File: config.mk
export PLATFORM = sky130hd
export DESIGN_NAME = uart_txq
export DESIGN_NICKNAME = d
export VERILOG_FILES = /design/src/rtl/uart_txq_pkg.sv /design/src/rtl/uart_txq_store.sv /design/src/rtl/uart_txq_level.sv /design/src/rtl/uart_txq_flags.sv /design/src/rtl/uart_txq.sv
export SDC_FILE = /design/constraint.sdc
export NUM_CORES = 1
export LEC_CHECK = 0
export BUFFER_PORTS_ARGS = -buffer_cell sky130_fd_sc_hd__buf_4
export CORE_UTILIZATION = 56
export DETAILED_ROUTE_END_ITERATION = 10
export PLACE_DENSITY = 0.76
export SLEW_MARGIN = 20
export SYNTH_ARGS = -nofsm -noshare
export SYNTH_HDL_FRONTEND = slang
export SYNTH_HIERARCHICAL = 1
export SYNTH_SLANG_ARGS = --single-unit
File: constraint.sdc
create_clock -name clk -period 3.4 [get_ports clk]
set_clock_uncertainty 0.1 [all_clocks]
set_input_delay 0.17 -clock clk [delete_from_list [all_inputs] [get_ports clk]]
set_output_delay 0.17 -clock clk [all_outputs]
set_load 0.05 [all_outputs]
File: src/rtl/uart_txq_pkg.sv
package uart_txq_pkg;
  // Next occupancy count after one cycle of queue traffic.
  function automatic int unsigned step_level(int unsigned lvl, logic inc, logic dec);
    return lvl + 32'(inc) - 32'(dec);
  endfunction

  // Threshold flag update: a write at/above the threshold sets it,
  // a drain-only cycle below the threshold clears it.
  function automatic logic next_wm(logic cur, logic wr_ok, logic rd_ok,
                                   int unsigned nlvl, int unsigned thr);
    if (wr_ok && nlvl >= thr) return 1'b1;
    if (rd_ok && !wr_ok && nlvl < thr) return 1'b0;
    return cur;
  endfunction
endpackage

File: src/rtl/uart_txq_store.sv
module uart_txq_store #(
  parameter int DEPTH = 32,
  parameter int DW    = 8,
  localparam int PW   = $clog2(DEPTH)
) (
  input  logic          clk,
  input  logic          rst_n,
  input  logic          wr_en,
  input  logic [DW-1:0] wr_data,
  input  logic          rd_en,
  input  logic          clr,
  output logic [DW-1:0] head
);
  logic [DW-1:0] mem [DEPTH];
  logic [PW-1:0] wptr, rptr;

  always_ff @(posedge clk or negedge rst_n) begin
    if (!rst_n) begin
      wptr <= '0;
      rptr <= '0;
    end else if (clr) begin
      wptr <= '0;
      rptr <= '0;
    end else begin
      if (wr_en) wptr <= wptr + 1'b1;
      if (rd_en) rptr <= rptr + 1'b1;
    end
  end

  always_ff @(posedge clk) begin
    if (wr_en) mem[wptr] <= wr_data;
  end

  assign head = mem[rptr];

  a_r10_no_move_on_clr: assert property (@(posedge clk) disable iff (!rst_n)
    clr |=> (wptr == '0 && rptr == '0));
endmodule

File: src/rtl/uart_txq_level.sv
module uart_txq_level #(
  parameter int DEPTH = 32,
  localparam int LVLW = $clog2(DEPTH) + 1
) (
  input  logic            clk,
  input  logic            rst_n,
  input  logic            wr_req,
  input  logic            rd_req,
  input  logic            tx_en,
  input  logic            flush,
  output logic            wr_ok,
  output logic            rd_ok,
  output logic [LVLW-1:0] level_q,
  output logic [LVLW-1:0] level_n,
  output logic            full,
  output logic            empty
);
  import uart_txq_pkg::*;

  assign empty = (level_q == '0);
  assign full  = (level_q == LVLW'(DEPTH));
  assign rd_ok = rd_req && tx_en && !empty && !flush;
  assign wr_ok = wr_req && !flush && (!full || rd_ok);
  assign level_n = flush ? '0 : LVLW'(step_level(32'(level_q), wr_ok, rd_ok));

  always_ff @(posedge clk or negedge rst_n) begin
    if (!rst_n) level_q <= '0;
    else        level_q <= level_n;
  end

  a_r1_level_bound: assert property (@(posedge clk) disable iff (!rst_n)
    level_q <= LVLW'(DEPTH));
  a_r3_drop_when_full: assert property (@(posedge clk) disable iff (!rst_n)
    (full && wr_req && !rd_req && !flush) |=> full);
  a_r4_hold_disabled: assert property (@(posedge clk) disable iff (!rst_n)
    (!tx_en && !wr_req && !flush) |=> $stable(level_q));
  a_r5_swap_keeps_level: assert property (@(posedge clk) disable iff (!rst_n)
    (wr_req && rd_ok) |=> $stable(level_q));
endmodule

File: src/rtl/uart_txq_flags.sv
module uart_txq_flags #(
  parameter int LVLW = 6
) (
  input  logic            clk,
  input  logic            rst_n,
  input  logic            wr_ok,
  input  logic            rd_ok,
  input  logic            flush,
  input  logic [LVLW-1:0] level_q,
  input  logic [LVLW-1:0] level_n,
  input  logic [LVLW-1:0] thresh,
  output logic            wm,
  output logic            wm_evt,
  output logic            empty_evt
);
  import uart_txq_pkg::*;

  logic wm_set_evt, dry_evt;
  assign wm_set_evt = wr_ok && (level_n >= thresh);
  assign dry_evt    = (level_q != '0) && (level_n == '0);

  always_ff @(posedge clk or negedge rst_n) begin
    if (!rst_n) begin
      wm        <= 1'b0;
      wm_evt    <= 1'b0;
      empty_evt <= 1'b0;
    end else begin
      wm        <= flush ? 1'b0
                         : next_wm(wm, wr_ok, rd_ok, 32'(level_n), 32'(thresh));
      wm_evt    <= wm_set_evt;
      empty_evt <= dry_evt;
    end
  end

  a_r7_evt_sets_flag: assert property (@(posedge clk) disable iff (!rst_n)
    wm_evt |-> wm);
  a_r9_dry_pulse: assert property (@(posedge clk) disable iff (!rst_n)
    empty_evt |-> (level_q == '0));
  a_r9_single_pulse: assert property (@(posedge clk) disable iff (!rst_n)
    empty_evt |=> !empty_evt);
  a_r10_flush_clears: assert property (@(posedge clk) disable iff (!rst_n)
    flush |=> (!wm && level_q == '0));
endmodule

File: src/rtl/uart_txq.sv
module uart_txq #(
  parameter int DEPTH = 32,
  parameter int DW    = 8,
  localparam int LVLW = $clog2(DEPTH) + 1
) (
  input  logic            clk,
  input  logic            rst_n,
  input  logic            wr_i,
  input  logic [DW-1:0]   wr_byte_i,
  input  logic            rd_i,
  input  logic [LVLW-1:0] thresh_i,
  input  logic            flush_i,
  input  logic            tx_en_i,
  output logic [DW-1:0]   head_o,
  output logic [LVLW-1:0] level_o,
  output logic            full_o,
  output logic            empty_o,
  output logic            wm_o,
  output logic            wm_evt_o,
  output logic            empty_evt_o
);
  logic            wr_ok, rd_ok;
  logic [LVLW-1:0] level_n;

  uart_txq_level #(.DEPTH(DEPTH)) u_level (
    .clk(clk), .rst_n(rst_n), .wr_req(wr_i), .rd_req(rd_i), .tx_en(tx_en_i),
    .flush(flush_i), .wr_ok(wr_ok), .rd_ok(rd_ok), .level_q(level_o),
    .level_n(level_n), .full(full_o), .empty(empty_o)
  );

  uart_txq_store #(.DEPTH(DEPTH), .DW(DW)) u_store (
    .clk(clk), .rst_n(rst_n), .wr_en(wr_ok), .wr_data(wr_byte_i),
    .rd_en(rd_ok), .clr(flush_i), .head(head_o)
  );

  uart_txq_flags #(.LVLW(LVLW)) u_flags (
    .clk(clk), .rst_n(rst_n), .wr_ok(wr_ok), .rd_ok(rd_ok), .flush(flush_i),
    .level_q(level_o), .level_n(level_n), .thresh(thresh_i),
    .wm(wm_o), .wm_evt(wm_evt_o), .empty_evt(empty_evt_o)
  );

  a_r6_flags_exclusive: assert property (@(posedge clk) disable iff (!rst_n)
    !(full_o && empty_o));
  a_r2_write_grows: assert property (@(posedge clk) disable iff (!rst_n)
    (wr_i && !rd_i && !flush_i && !full_o) |=> (level_o == $past(level_o) + 1'b1));
endmodule

# Word level (Yosys, flattened, before mapping)

Memories as Yosys holds them, arrays and structs flattened.
Cells that the tools add are included.

Memories: 1
Word-level logic and storage cells: 51
Bits in writable memories: 256
Flip-flop bits (word level): 19

Order comparisons: 3
Reduce and logical (&&, ||, !) cells: 21
Mux-type cells: 15
Equal/unequal tests: 1
Add/subtract/negate cells: 4

Memories:

| memory      | depth | bits a word | read ports | clocked after memory_dff | write ports | RTL line             | RTL |
|---|---|---|---|---|---|---|---|
| u_store.mem | 32    | 8           | 1          | 0                        | 1           | uart_txq_store.sv:14 | `logic [DW-1:0] mem [DEPTH];` |

Operators with widths:

| operator              | number |
|---|---|
| $mux W5               | 4 |
| $ge A6 B6 Y1          | 2 |
| $logic_not A6 Y1      | 2 |
| $add A5 B1 Y5 const B | 2 |
| $logic_and A1 B1 Y1   | 10 |
| $mux W1               | 10 |
| $add A6 B1 Y6         | 1 |
| $eq A6 B6 Y1 const B  | 1 |
| $lt A6 B6 Y1          | 1 |
| $mux W6               | 1 |
| $reduce_bool A6 Y1    | 1 |
| $sub A6 B1 Y6         | 1 |
| $logic_not A1 Y1      | 4 |
| $reduce_bool A2 Y1    | 2 |
| $reduce_bool A3 Y1    | 1 |
| $logic_or A1 B1 Y1    | 1 |

# Logic depth before layout (Yosys ltp)

Depth in word-level cells: 16
Mapped depth: 15
Depth with buffers taken out: 15

# By module

The synthesis kept the hierarchy.

By module, submodules not included:

| module         | area an instance (sq um) | cells an instance | instances | seq. area each (sq um) |
|---|---|---|---|---|
| uart_txq_store | 10,456.3                 | 523               | 1         | 7,937.6 |
| uart_txq_level | 534.3                    | 56                | 1         | 150.1 |
| uart_txq_flags | 305.3                    | 35                | 1         | 75.1 |

# Worst setup path after synthesis

No wires, ideal clock.

Path type: flip-flop to flip-flop
Start: reg u_level.level_q[2]
End: reg u_flags.wm
Period minus slack after synthesis: 3.979 ns
Cell stages (with the launch flop): 16
Path buffers: 0
Arrival: 3.758 ns
Setup time: 0.122 ns
Data required time: 3.178 ns
Path slack: -0.579 ns
Cells stage by stage: dfrtp_1 inv_1 ha_1 and4bb_2 o21ai_0 and3_1 ha_1 fa_1 a21o_1 a21oi_1 mux2_2 ha_1 nand2_1 o21a_1 o21ai_0 a32o_1

Elaborated cells between the ends (all ways): 25
Classes of those cells: add/sub (2); order compare (2); eq/ne (1); mux (8); reduce/logical (12)

RTL lines:

| item                     | RTL line             | RTL |
|---|---|---|
| start: declaration       | uart_txq_level.sv:13 | `output logic [LVLW-1:0] level_q,` |
| start signal: assignment | uart_txq_level.sv:28 | `else level_q <= level_n;` |
| $eq A6 B6 Y1 *           | uart_txq_level.sv:21 | `assign full = (level_q == LVLW'(DEPTH));` |
| named net full_o         | uart_txq.sv:16       | `output logic full_o,` |
| $logic_not A1 Y1 *       | uart_txq_level.sv:23 | `assign wr_ok = wr_req && !flush && (!full \|\| rd_ok);` |
| $logic_or A1 B1 Y1 *     | uart_txq_level.sv:23 |  |
| $logic_and A1 B1 Y1 *    | uart_txq_level.sv:23 |  |
| named net wr_ok          | uart_txq.sv:22       | `logic wr_ok, rd_ok;` |
| $add A6 B1 Y6 *          | uart_txq_pkg.sv:4    | `return lvl + 32'(inc) - 32'(dec);` |
| $sub A6 B1 Y6 *          | uart_txq_pkg.sv:4    |  |
| $mux W6 *                | uart_txq_level.sv:24 | `assign level_n = flush ? '0 : LVLW'(step_level(32'(level_q), wr_ok, rd_ok));` |
| named net level_n[4]     | uart_txq.sv:23       | `logic [LVLW-1:0] level_n;` |
| $lt A6 B6 Y1             | uart_txq_pkg.sv:12   | `if (rd_ok && !wr_ok && nlvl < thr) return 1'b0;` |
| $logic_and A1 B1 Y1      | uart_txq_pkg.sv:12   |  |
| $mux W1                  | uart_txq_pkg.sv:12   |  |
| $mux W1                  | uart_txq_pkg.sv:13   | `return cur;` |
| $mux W1                  | uart_txq_pkg.sv:12   |  |
| $mux W1                  | uart_txq_flags.sv:28 | `wm <= flush ? 1'b0` |
| end signal: assignment   | uart_txq_flags.sv:28 |  |
| end: declaration         | uart_txq_flags.sv:12 | `output logic wm,` |

Mark *: on every way through the listed nets, which the timed path passes. The rest lies on a longest branch. The select of a mux whose other input is x is not followed.
A chain may end at the register's enable or synchronous reset.

# Final worst setup path

Start: reg u_level.level_q[4]
End: reg u_flags.wm

Cells in the longest elaborated chain, start to end: 15
Elaborated cells between the ends (all ways): 25
Classes of those cells: add/sub (2); order compare (2); eq/ne (1); mux (8); reduce/logical (12)

RTL lines:

| item                              | RTL line             | RTL |
|---|---|---|
| $logic_not A6 Y1                  | uart_txq_level.sv:20 | `assign empty = (level_q == '0);` |
| $logic_not A1 Y1                  | uart_txq_level.sv:22 | `assign rd_ok = rd_req && tx_en && !empty && !flush;` |
| $logic_and A1 B1 Y1 (2 in series) | uart_txq_level.sv:22 |  |
| $logic_or A1 B1 Y1                | uart_txq_level.sv:23 |  |
| $logic_and A1 B1 Y1               | uart_txq_level.sv:23 |  |
| $add A6 B1 Y6                     | uart_txq_pkg.sv:4    |  |
| $sub A6 B1 Y6 *                   | uart_txq_pkg.sv:4    |  |
| $mux W6 *                         | uart_txq_level.sv:24 |  |
| named net level_n[3]              | uart_txq.sv:23       |  |
| $lt A6 B6 Y1                      | uart_txq_pkg.sv:12   |  |
| $logic_and A1 B1 Y1               | uart_txq_pkg.sv:12   |  |
| $mux W1                           | uart_txq_pkg.sv:12   |  |
| $mux W1                           | uart_txq_pkg.sv:13   |  |
| $mux W1                           | uart_txq_pkg.sv:12   |  |
| $mux W1                           | uart_txq_flags.sv:28 |  |

Marked as above.

==> results.md <==
* Static Leak at between 0.004 and 0.005 uW
* R2R depth at 13
* Top cells by area, synth: edfxtp_1, mux4_2, dfrtp_1, mux2i_1, ha_1
* Post-synth EDFFs at ~260
* Syn avg cell area at around 18 um^2
* TritonCTS Buffers at 27
* Vias in the first global route at between 6k and 7k
* Overall global routing resource usage at 0.247
* Reg-to-reg startpoint: u_level/level_q[4]
* Final Cycle Share at 1.00
* Clock transition at path regs at about 0.060 ns
* Hold WS at around 0.18 ns
* CP startpoint kind: flop
* Clock Tree Buf Depth at 3
* Full die area at around 21000 um^2
* Hold-critical path depth at 5
* Ys async rst share at 0.0691
* GR Overflow Total at 0
* Setup crit end kind: flop
* Rows at 51
* Synth top area share at 0.681
* Root buffer cell: clkbuf_16
* Non-Filler Instances at 993
* TNS Setup at -0.0152 ns
* Final GP Congestion at 0.831
* Slew Viols, Final at 0
* Post-Syn Area at approximately 11000 um^2
* Placed insts at 927
* Synth Register Bits at between 200 and 300
* Port Buffer Count at 38
* RSZ-0062 raised after global routing: yes
* Finish-stage setup viols at 1
* Antenna violations before repair at 0
* Min-Delay Path Class: in -> reg
* WL/cell at about 24 um
* Max FO, Critical Path at 4
* Syn. warnings at 6
* Avg Vias per Cell at between 6 and 7
* Crit Path Class: reg -> reg
* Largest net degree at the start of global routing at 42
* Die Span Y at 144 um
* Req. time, crit path at approximately 3.7 ns
* Final hold vios at 0
* Routed via count at roughly 6k
* H-tree lvl count at 1
* Worst EP arrival at 3.74 ns
* Shortest period the worst path allows at between 3 and 4 ns
* Syn Inst Count at around 610
* DRC Markers at 0
* Power Dens Cells at between 600 and 700 nW/um^2
* Post-Place Worst Slack at -0.121 ns
* First-pass GRT wire length at roughly 37 mm
* Primary FF master, synth: edfxtp_1
* Hold path endpoint: u_store/rptr[0]
* Clk_lat worst skew at ~0.54 ns
* Measured slew at the worst slew-check pin at just under 0.9 ns
* Die Width at approximately 140 um
* VDD IR max at slightly above 0.4 mV
* ANT nets after route at 0
* Initial Util at 0.577
* Seq/Total Area, Yosys at 0.723
* Fmax achieved at between 0.2 and 0.3 GHz
* Syn nets at ~650
* Failing checks: negative setup slack
* Area growth from synthesis to final layout at 16.7%
* Hpwl dp at 14.7 mm
* Final wirelength at ~24 mm
* Io pins at 39
* Library cells used by synthesis at 56
* CTS tree: done
* Drt initial violations at 537
* Worst setup margin at -0.0152 ns
* Maxcap violations at 0
* Area leader, netlist: edfxtp_1
* Nets at about 750
* Hold Startpoint: rd_i
* First-pass DRT Iterations at 5
* R2R Path End: u_flags/wm
* Core Box Area at around 20000 um^2
* Relative slew margins at 0.423
* Antenna cells at 0
* Clock sink total at roughly 280
* Layout cell share with drive strength beyond 1 at 0.288
* Status: complete, but fails checks
* R2R Setup Slk at -0.02 ns
## where the power goes
group / leakage, uW / switching (uW) / internal [uW] / total, uW
Sequential: 0.00255 / 58.9 / 3760 / 3820
Clock: 0.000429 / 1220 / 1710 / 2930
Combinational: 0.00137 / 790 / 579 / 1370
Total: 0.00435 / 2070 / 6050 / 8120
## synthesized netlist by cell type, types with 10 or more instances
| cell | n |
|---|---|
| mux2i_1 | 36 |
| clkbuf_1 | 13 |
| a21oi_1 | 22 |
| nor3_1 | 11 |
| inv_1 | 19 |
| mux4_2 | 47 |
| nand2_1 | 10 |
| edfxtp_1 | 256 |
| ha_1 | 19 |
| dfrtp_1 | 19 |
| nor2_1 | 36 |
## timing repair
item                                   CTS  global route
setup buffers                            1             5
pin swaps                                1             3
endpoints found under the hold margin  285             0
hold buffers                            11             0
resized for setup                        2             0
setup endpoints to repair                5             9
## sequential cells by signal, summed over array words and instances, names as in the netlist
signal             flops
u_flags/empty_evt      1
u_flags/wm             1
u_flags/wm_evt         1
u_level/level_q        6
u_store/mem          256
u_store/rptr           5
u_store/wptr           5
## metal layers
| layer | wire length [um] | part of all wire | GRT usage |
|---|---|---|---|
| met4 | 641 | 0.027 | 0.0784 |
| met3 | 1790 | 0.075 | 0.0397 |
| met2 | 12200 | 0.51 | 0.416 |
| met1 | 9400 | 0.39 | 0.332 |
| met5 | 0 | 0 | 0 |
## worst max-delay path by stage
stage	start	end	slack [ns]
after CTS	u_level/level_q[4]	u_flags/wm	-0.01
after global placement	u_level/level_q[4]	u_flags/wm	0.02
final	u_level/level_q[4]	u_flags/wm	-0.02
after global routing	u_level/level_q[4]	u_flags/wm	-0.14
after detailed placement	u_level/level_q[4]	u_flags/wm	-0.12
after floorplan	u_level/level_q[3]	u_flags/wm	-0.09
## cell type report
type	count	area (um^2)
Sequential cell	275	8170
Fill cell	1318	6400
Multi-Input combinational cell	288	2950
Timing Repair Buffer	97	776
Clock buffer	36	751
Tap cell	265	332
Clock inverter	13	131
Inverter	19	71.3
## through the flow
step / utilization / power, uW / cell area (um^2)
global route: 0.673 / 8400 / 13200
floorplan: - / 4830 / 11400
global placement: 0.619 / 5140 / 12100
detailed placement: 0.619 / 5180 / 12100
CTS: 0.671 / 8140 / 13100
finish: 0.673 / 8120 / 13200
## worst max-delay path, cell delays in order, from the launching register on
cell	delay, ns
dfrtp_2	0.38
inv_2	0.05
ha_1	0.20
and4bb_4	0.22
or3_4	0.35
ha_1	0.31
a21o_1	0.17
a21oi_2	0.20
mux2_4	0.34
ha_1	0.31
a21oi_1	0.14
o21a_1	0.16
o2111ai_1	0.12
a32o_1	0.25
## kinds of logic after synthesis
family	share of synthesized area
and+or+nand+nor	0.0488
adders and majority gates	0.0228
muxes	0.128
DFF	0.723
buffers and inverters	0.0227
AOI/OAI and AO/OA	0.0492
xor gates and xnor gates	0.00620
## layout by cell type (no fill, tap or decap), types with 12 or more instances in the layout
cell type	n
clkbuf_16	28
inv_1	16
a21oi_1	19
mux2i_1	36
dfrtp_1	12
buf_4	84
nor2_1	36
ha_1	16
edfxtp_1	256
mux4_2	47
Note: power is estimated with default switching activity, not from simulation.
